`src/rtl/txr_pkg.sv`:
```
package txr_pkg;
  typedef enum logic [2:0] {
    S_IDLE,
    S_DESC0,
    S_DESC1,
    S_DATA,
    S_WBACK
  } txr_state_e;

  localparam int unsigned FLG_READY = 15;
  localparam int unsigned FLG_WRAP  = 13;
  localparam int unsigned FLG_LAST  = 11;
  localparam int unsigned DESC_BYTES = 8;
endpackage

```
`src/rtl/txr_ring_ptr.sv`:
```
module txr_ring_ptr #(
  parameter int unsigned AW   = 32,
  parameter int unsigned STEP = 8
) (
  input  logic          clk,
  input  logic          rst_n,
  input  logic          base_wr,
  input  logic [AW-1:0] base_in,
  input  logic          adv,
  input  logic          wrap,
  output logic [AW-1:0] ptr_o
);
  logic [AW-1:0] base_q, base_nx;
  logic [AW-1:0] ptr_q, ptr_nx;
  logic          upd;

  always_comb begin
    base_nx = base_q;
    ptr_nx  = ptr_q;
    if (adv) begin
      ptr_nx = wrap ? base_q : (ptr_q + AW'(STEP));
    end
    // a base write wins over an advance in the same cycle
    if (base_wr) begin
      base_nx = base_in & ~AW'(3);
      ptr_nx  = base_in & ~AW'(3);
    end
  end

  assign upd = base_wr | adv;

  always_ff @(posedge clk or negedge rst_n) begin
    if (!rst_n) begin
      base_q <= '0;
      ptr_q  <= '0;
    end else if (upd) begin
      base_q <= base_nx;
      ptr_q  <= ptr_nx;
    end
  end

  assign ptr_o = ptr_q;
endmodule

```
`src/rtl/txr_frame_cap.sv`:
```
module txr_frame_cap #(
  parameter int unsigned CAP = 2032,
  parameter int unsigned LW  = 16,
  parameter int unsigned CW  = 11
) (
  input  logic          clk,
  input  logic          rst_n,
  input  logic          clr,
  input  logic          inc,
  input  logic [LW-1:0] req_len,
  output logic [LW-1:0] eff_len,
  output logic          clip,
  output logic [CW-1:0] cnt_o
);
  logic [CW-1:0] cnt_q, cnt_nx;
  logic [LW-1:0] room;

  assign room    = LW'(CAP) - LW'(cnt_q);
  assign clip    = (req_len > room);
  assign eff_len = clip ? room : req_len;

  always_comb begin
    cnt_nx = cnt_q;
    if (clr) begin
      cnt_nx = '0;
    end else if (inc) begin
      cnt_nx = cnt_q + CW'(1);
    end
  end

  always_ff @(posedge clk or negedge rst_n) begin
    if (!rst_n) begin
      cnt_q <= '0;
    end else if (clr | inc) begin
      cnt_q <= cnt_nx;
    end
  end

  assign cnt_o = cnt_q;
endmodule

```
`src/rtl/txbd_ring_engine.sv`:
```
module txbd_ring_engine
  import txr_pkg::*;
#(
  parameter int unsigned AW        = 32,
  parameter int unsigned FRAME_CAP = 2032
) (
  input  logic          clk,
  input  logic          rst_n,
  input  logic          ctrl_en,
  input  logic          kick,
  input  logic          base_wr,
  input  logic [AW-1:0] base_data,
  output logic          mem_req,
  output logic          mem_we,
  output logic [AW-1:0] mem_addr,
  output logic [31:0]   mem_wdata,
  input  logic          mem_ack,
  input  logic [31:0]   mem_rdata,
  output logic          fo_valid,
  output logic [7:0]    fo_byte,
  output logic          ev_txb,
  output logic          ev_txf,
  output logic          ev_babt,
  output logic          busy
);
  localparam int unsigned LW    = 16;
  localparam int unsigned CNT_W = $clog2(FRAME_CAP + 1);

  txr_state_e    st_q, st_nx;
  logic [LW-1:0] flags_q, flags_nx;
  logic [LW-1:0] len_q, len_nx;
  logic [AW-1:0] bufp_q, bufp_nx;
  logic [LW-1:0] rem_q, rem_nx;
  logic          clip_q, clip_nx;
  logic          fo_valid_q, fo_valid_nx;
  logic [7:0]    fo_byte_q, fo_byte_nx;
  logic          txb_q, txf_q, babt_q;
  logic          txb_nx, txf_nx, babt_nx;

  logic [AW-1:0] ptr;
  logic          start, adv, cnt_clr, cnt_inc;
  logic [LW-1:0] eff_len;
  logic          clip_w;
  logic [CNT_W-1:0] cnt_w;
  logic [7:0]    sel_byte;

  assign start = kick & ctrl_en & (st_q == S_IDLE);
  assign adv   = (st_q == S_WBACK) & mem_ack;

  txr_ring_ptr #(.AW(AW), .STEP(DESC_BYTES)) ring_i (
    .clk     (clk),
    .rst_n   (rst_n),
    .base_wr (base_wr),
    .base_in (base_data),
    .adv     (adv),
    .wrap    (flags_q[FLG_WRAP]),
    .ptr_o   (ptr)
  );

  assign cnt_clr = start | (adv & flags_q[FLG_LAST]);
  assign cnt_inc = (st_q == S_DATA) & mem_ack;

  txr_frame_cap #(.CAP(FRAME_CAP), .LW(LW), .CW(CNT_W)) cap_i (
    .clk     (clk),
    .rst_n   (rst_n),
    .clr     (cnt_clr),
    .inc     (cnt_inc),
    .req_len (len_q),
    .eff_len (eff_len),
    .clip    (clip_w),
    .cnt_o   (cnt_w)
  );

  // big-endian byte lane pick
  always_comb begin
    case (bufp_q[1:0])
      2'd0:    sel_byte = mem_rdata[31:24];
      2'd1:    sel_byte = mem_rdata[23:16];
      2'd2:    sel_byte = mem_rdata[15:8];
      default: sel_byte = mem_rdata[7:0];
    endcase
  end

  // next-state logic
  always_comb begin
    st_nx       = st_q;
    flags_nx    = flags_q;
    len_nx      = len_q;
    bufp_nx     = bufp_q;
    rem_nx      = rem_q;
    clip_nx     = clip_q;
    fo_valid_nx = 1'b0;
    fo_byte_nx  = fo_byte_q;
    txb_nx      = 1'b0;
    txf_nx      = 1'b0;
    babt_nx     = 1'b0;
    case (st_q)
      S_IDLE: begin
        if (start) st_nx = S_DESC0;
      end
      S_DESC0: begin
        if (mem_ack) begin
          flags_nx = mem_rdata[31:16];
          len_nx   = mem_rdata[15:0];
          st_nx    = mem_rdata[16 + FLG_READY] ? S_DESC1 : S_IDLE;
        end
      end
      S_DESC1: begin
        if (mem_ack) begin
          bufp_nx = mem_rdata[AW-1:0];
          rem_nx  = eff_len;
          clip_nx = clip_w;
          st_nx   = (eff_len == '0) ? S_WBACK : S_DATA;
        end
      end
      S_DATA: begin
        if (mem_ack) begin
          fo_valid_nx = 1'b1;
          fo_byte_nx  = sel_byte;
          bufp_nx     = bufp_q + AW'(1);
          rem_nx      = rem_q - LW'(1);
          if (rem_q == LW'(1)) st_nx = S_WBACK;
        end
      end
      S_WBACK: begin
        if (mem_ack) begin
          txb_nx  = 1'b1;
          txf_nx  = flags_q[FLG_LAST];
          babt_nx = clip_q;
          st_nx   = S_DESC0;
        end
      end
      default: st_nx = S_IDLE;
    endcase
  end

  // registers
  always_ff @(posedge clk or negedge rst_n) begin
    if (!rst_n) begin
      st_q       <= S_IDLE;
      flags_q    <= '0;
      len_q      <= '0;
      bufp_q     <= '0;
      rem_q      <= '0;
      clip_q     <= 1'b0;
      fo_valid_q <= 1'b0;
      fo_byte_q  <= '0;
      txb_q      <= 1'b0;
      txf_q      <= 1'b0;
      babt_q     <= 1'b0;
    end else begin
      st_q       <= st_nx;
      fo_valid_q <= fo_valid_nx;
      txb_q      <= txb_nx;
      txf_q      <= txf_nx;
      babt_q     <= babt_nx;
      if (mem_ack) begin
        flags_q   <= flags_nx;
        len_q     <= len_nx;
        bufp_q    <= bufp_nx;
        rem_q     <= rem_nx;
        clip_q    <= clip_nx;
        fo_byte_q <= fo_byte_nx;
      end
    end
  end

  // memory port
  always_comb begin
    mem_addr  = ptr;
    mem_wdata = '0;
    case (st_q)
      S_DESC1: mem_addr = ptr + AW'(4);
      S_DATA:  mem_addr = bufp_q & ~AW'(3);
      S_WBACK: begin
        mem_addr  = ptr;
        mem_wdata = {1'b0, flags_q[LW-2:0], len_q};
      end
      default: mem_addr = ptr;
    endcase
  end

  assign mem_req  = (st_q != S_IDLE);
  assign mem_we   = (st_q == S_WBACK);
  assign busy     = (st_q != S_IDLE);
  assign fo_valid = fo_valid_q;
  assign fo_byte  = fo_byte_q;
  assign ev_txb   = txb_q;
  assign ev_txf   = txf_q;
  assign ev_babt  = babt_q;
endmodule

```
`config.mk`:
```
export PLATFORM = sky130hd
export DESIGN_NAME = txbd_ring_engine
export DESIGN_NICKNAME = d
export VERILOG_FILES = /design/src/rtl/txr_pkg.sv /design/src/rtl/txr_ring_ptr.sv /design/src/rtl/txr_frame_cap.sv /design/src/rtl/txbd_ring_engine.sv
export SDC_FILE = /design/constraint.sdc
export NUM_CORES = 1
export LEC_CHECK = 0
export ABC_AREA = 1
export BUFFER_PORTS_ARGS = -buffer_cell sky130_fd_sc_hd__buf_2
export CORE_UTILIZATION = 55
export DETAILED_ROUTE_END_ITERATION = 8
export PLACE_DENSITY = 0.76
export SLEW_MARGIN = 10
export SYNTH_ARGS = -nofsm -noshare
export SYNTH_HDL_FRONTEND = slang
export SYNTH_HIERARCHICAL = 1
export SYNTH_SLANG_ARGS = --single-unit
```
`constraint.sdc`:
```
create_clock -name clk -period 4 [get_ports clk]
set_input_delay 0.6 -clock clk [delete_from_list [all_inputs] [get_ports clk]]
set_output_delay 0.6 -clock clk [all_outputs]
set_load 0.1 [all_outputs]
```
==> impl_metrics.tcl <==
set metrics [dict create \
    ys_top_cells_by_count "552 x nand2_1, 247 x nor2_1, 241 x inv_1, 166 x dfrtp_1, 135 x nand3_1" \
    vias 12890 \
    crit_fanout 17 \
    clkTransAtPathRegs_ns 0.08 \
    worstPathArrival_ns 4.00 \
    syn_inst 1877 \
    end_kind "flip-flop" \
    path_cells "inv_1, ha_1, nand3_1, nand3_1, xor2_1, inv_1, ha_1, nand4_1, nor3_2, nand2_1, nand2_2, nand2_4, nand2_1, nand2_1, nor2_1, nand2_1, nor2_1, nand2_1, nand2_1, nand2_1, nand2_1, nand2_1" \
    total_power_mw 9.878 \
    die_w_um 150.4 \
    ys_seq_area_share_pct 34.32 \
    synth-edff-count 0 \
    synth_top_area_share_pct 34.32 \
    regToRegSetupSlack_ns 0.33 \
    dpl.hpwl_um 28870 \
    rows 53 \
    grt_start_max_net_pins 83 \
    startpoint_type "flip-flop" \
    drv_slew 2 \
    wl_per_cell_um 16.89 \
    critPathKind "flip-flop to flip-flop" \
    synth.most_common_cell "nand2_1" \
    yosys.area.top_type "dfrtp_1" \
    cts_inserted_buffers 17 \
    core-area_um2 21290 \
    diodes 0 \
    dieHeight_um 150.4 \
    violations "slew limit" \
    grt_pass1_wl_um 60610 \
    nets 2085 \
    clock_path_buffers 2 \
    syn_to_final_growth_pct 11.75 \
    tightest_slew_ns 1.729 \
    ys_warn_count 6 \
    portBuffers 143 \
    critical_path.max_stage_delay_ns 0.45 \
    routed_wl_um 38430 \
    ys_seq_elements 166 \
    final-hold-violation-count 0 \
    post_cts_resized 0 \
    syn_avg_cell_area_um2 6.449 \
    clock.fmax_mhz 272.7 \
    instances_no_fill 2275 \
    gp_congestion 0.9580 \
    grt_usage_pct 34.73 \
    cts_tree "built" \
    peakVddDrop_mv 0.4302 \
    power.leakage_nw 6.860 \
    skew_ns 0.01376 \
    firstDrtPassIters 6 \
    hold_path.class "primary input to async pin" \
    dp.cells 2244 \
    timing.rr.start "cap_i/cnt_o[0]" \
    finalSetupTns_ns 0 \
    slew-limit-headroom_pct -15.71 \
    synthTopCellsByArea "dfrtp_1 34%, nand2_1 17%, nor2_1 7.7%" \
    htree_levels 4 \
    start_util_pct 56.86 \
    drive_gt1_share_pct 11.95 \
    ff2ff_path_depth 22 \
    synthesis.area_um2 12100 \
    run_status "complete, but fails checks" \
    setup_viol 0 \
    clockRootBuffer "clkbuf_16" \
    boundaryPins 149 \
    rsz0062_at_grt "no" \
    rr_endpoint "st_q[1]" \
    maxCapViolations 0 \
    fill_cells 1997 \
    synth.distinct_cells 46 \
    grt_overflow 0 \
    cts_hold_buf 0 \
    grt_pass1_vias 11757 \
    crit_required_ns 4.33 \
    synth_ff_type "dfrtp_1" \
    fin_crit_ns 3.668 \
    fin_crit_sh_pct 91.69 \
    die-area_um2 22610 \
    drcViolationCount 0 \
    cp_common_cell "nand2_1" \
    insertion_delay_ns 0.44 \
    drt_iter0_drc 1107 \
    via_per_inst 5.666 \
    cts.sinks 166 \
    cts_setup_buffers 0 \
    async_flop_share_pct 100.0 \
    antenna_found_initial 0 \
    crit_start "cap_i/cnt_o[0]" \
    ant_nets 0 \
    cellPowerDensity_nw_per_um2 730.3 \
    crit_slowest_cell "dfrtp_1" \
]
-- state kept, by name, indices dropped and copies added, names as in the netlist, 3 cells and up --
register       cells
fo_byte            8
st_q               3
ring_i/base_q     30
cap_i/cnt_o       11
len_q             16
ring_i/ptr_o      30
rem_q             16
flags_q           15
bufp_q            32
-- metrics by stage --
step | setup WS (ns) | utilization (%) | hold WS [ns] | area (µm²)
after floorplan | 0.2300 | - | 0.3044 | 12110
after global placement | 0.5182 | 60.99 | 0.4482 | 12980
after detailed placement | 0.4504 | 60.99 | 0.4536 | 12980
after CTS | 0.4146 | 63.55 | 0.2445 | 13530
after global routing | 0.02469 | 63.55 | 0.2689 | 13530
final | 0.3324 | 63.55 | 0.1959 | 13530
-- power breakdown --
group          total [mW]  switching, mW  internal [mW]
clock                1.58          0.770          0.812
combinational        5.50           4.20           1.30
sequential           2.80          0.605           2.19
-- worst max-delay path: cells and delay by family, from the launching register on --
family / cells / cell delay [ns]
adders and majority gates: 2 / 0.50
xor gates and xnor gates: 1 / 0.28
buffers and inverters: 2 / 0.21
DFF: 1 / 0.45
and+or+nand+nor: 17 / 2.11
-- layer usage --
| metal | up-vias | routed length [µm] | GRT usage, % |
|---|---|---|---|
| met5 | - | 0 | 0 |
| met4 | 0 | 1426 | 14.24 |
| met3 | 87 | 3067 | 4.364 |
| met2 | 585 | 17070 | 54.91 |
| met1 | 6006 | 16870 | 48.01 |
| li1 | 6212 | - | - |
-- layout by cell type, fill, tap and decap left out, types with 10 or more instances in the layout --
cell	netlist	final
dfrtp_1	166	166
clkbuf_16	0	17
nand3_1	135	134
ha_1	27	27
o211ai_1	19	19
o21ai_1	10	10
buf_4	6	13
nand2_1	552	552
nand4_1	26	26
o21ai_0	111	111
buf_2	30	140
a21oi_1	94	94
nor2_1	247	246
inv_1	241	241
a21boi_0	11	11
o22ai_1	17	17
xor2_1	18	18
nor2_2	12	13
nor3_1	33	33
-- logic make-up (layout without fill, tap and decap cells) --
logic type,Yosys count,after routing,share of synthesized area (%)
other,2,3,0.06205
buffers and inverters,315,437,10.45
adder cells (fa/ha/maj),27,27,2.791
XOR/XNOR,26,26,1.881
AND/OR/NAND/NOR,1045,1045,36.70
flip-flops,166,166,34.32
AO/OA/AOI/OAI,296,296,13.80
-- worst max-delay path by stage --
| stage | endpoint | slack, ns |
|---|---|---|
| 3_3_place_gp | st_q[1] | 0.52 |
| 5_1_grt | st_q[1] | 0.02 |
| 6_report | st_q[1] | 0.33 |
| 2_1_floorplan | mem_wdata[0] | 0.23 |
| 4_1_cts | st_q[1] | 0.41 |
| 3_5_place_dp | st_q[1] | 0.45 |
-- area by class of cell --
cell class	count	area, µm²	share of cell area, %
multi-input combinational	1397	6696	49.51
sequential	166	4154	30.71
timing repair buffer	156	849.6	6.281
inverter	250	938.4	6.937
clock buffer	18	429.2	3.173
clock inverter	13	115.1	0.8510
tap	275	344.1	2.544
No activity file was read; power rests on OpenSTA's default activity.
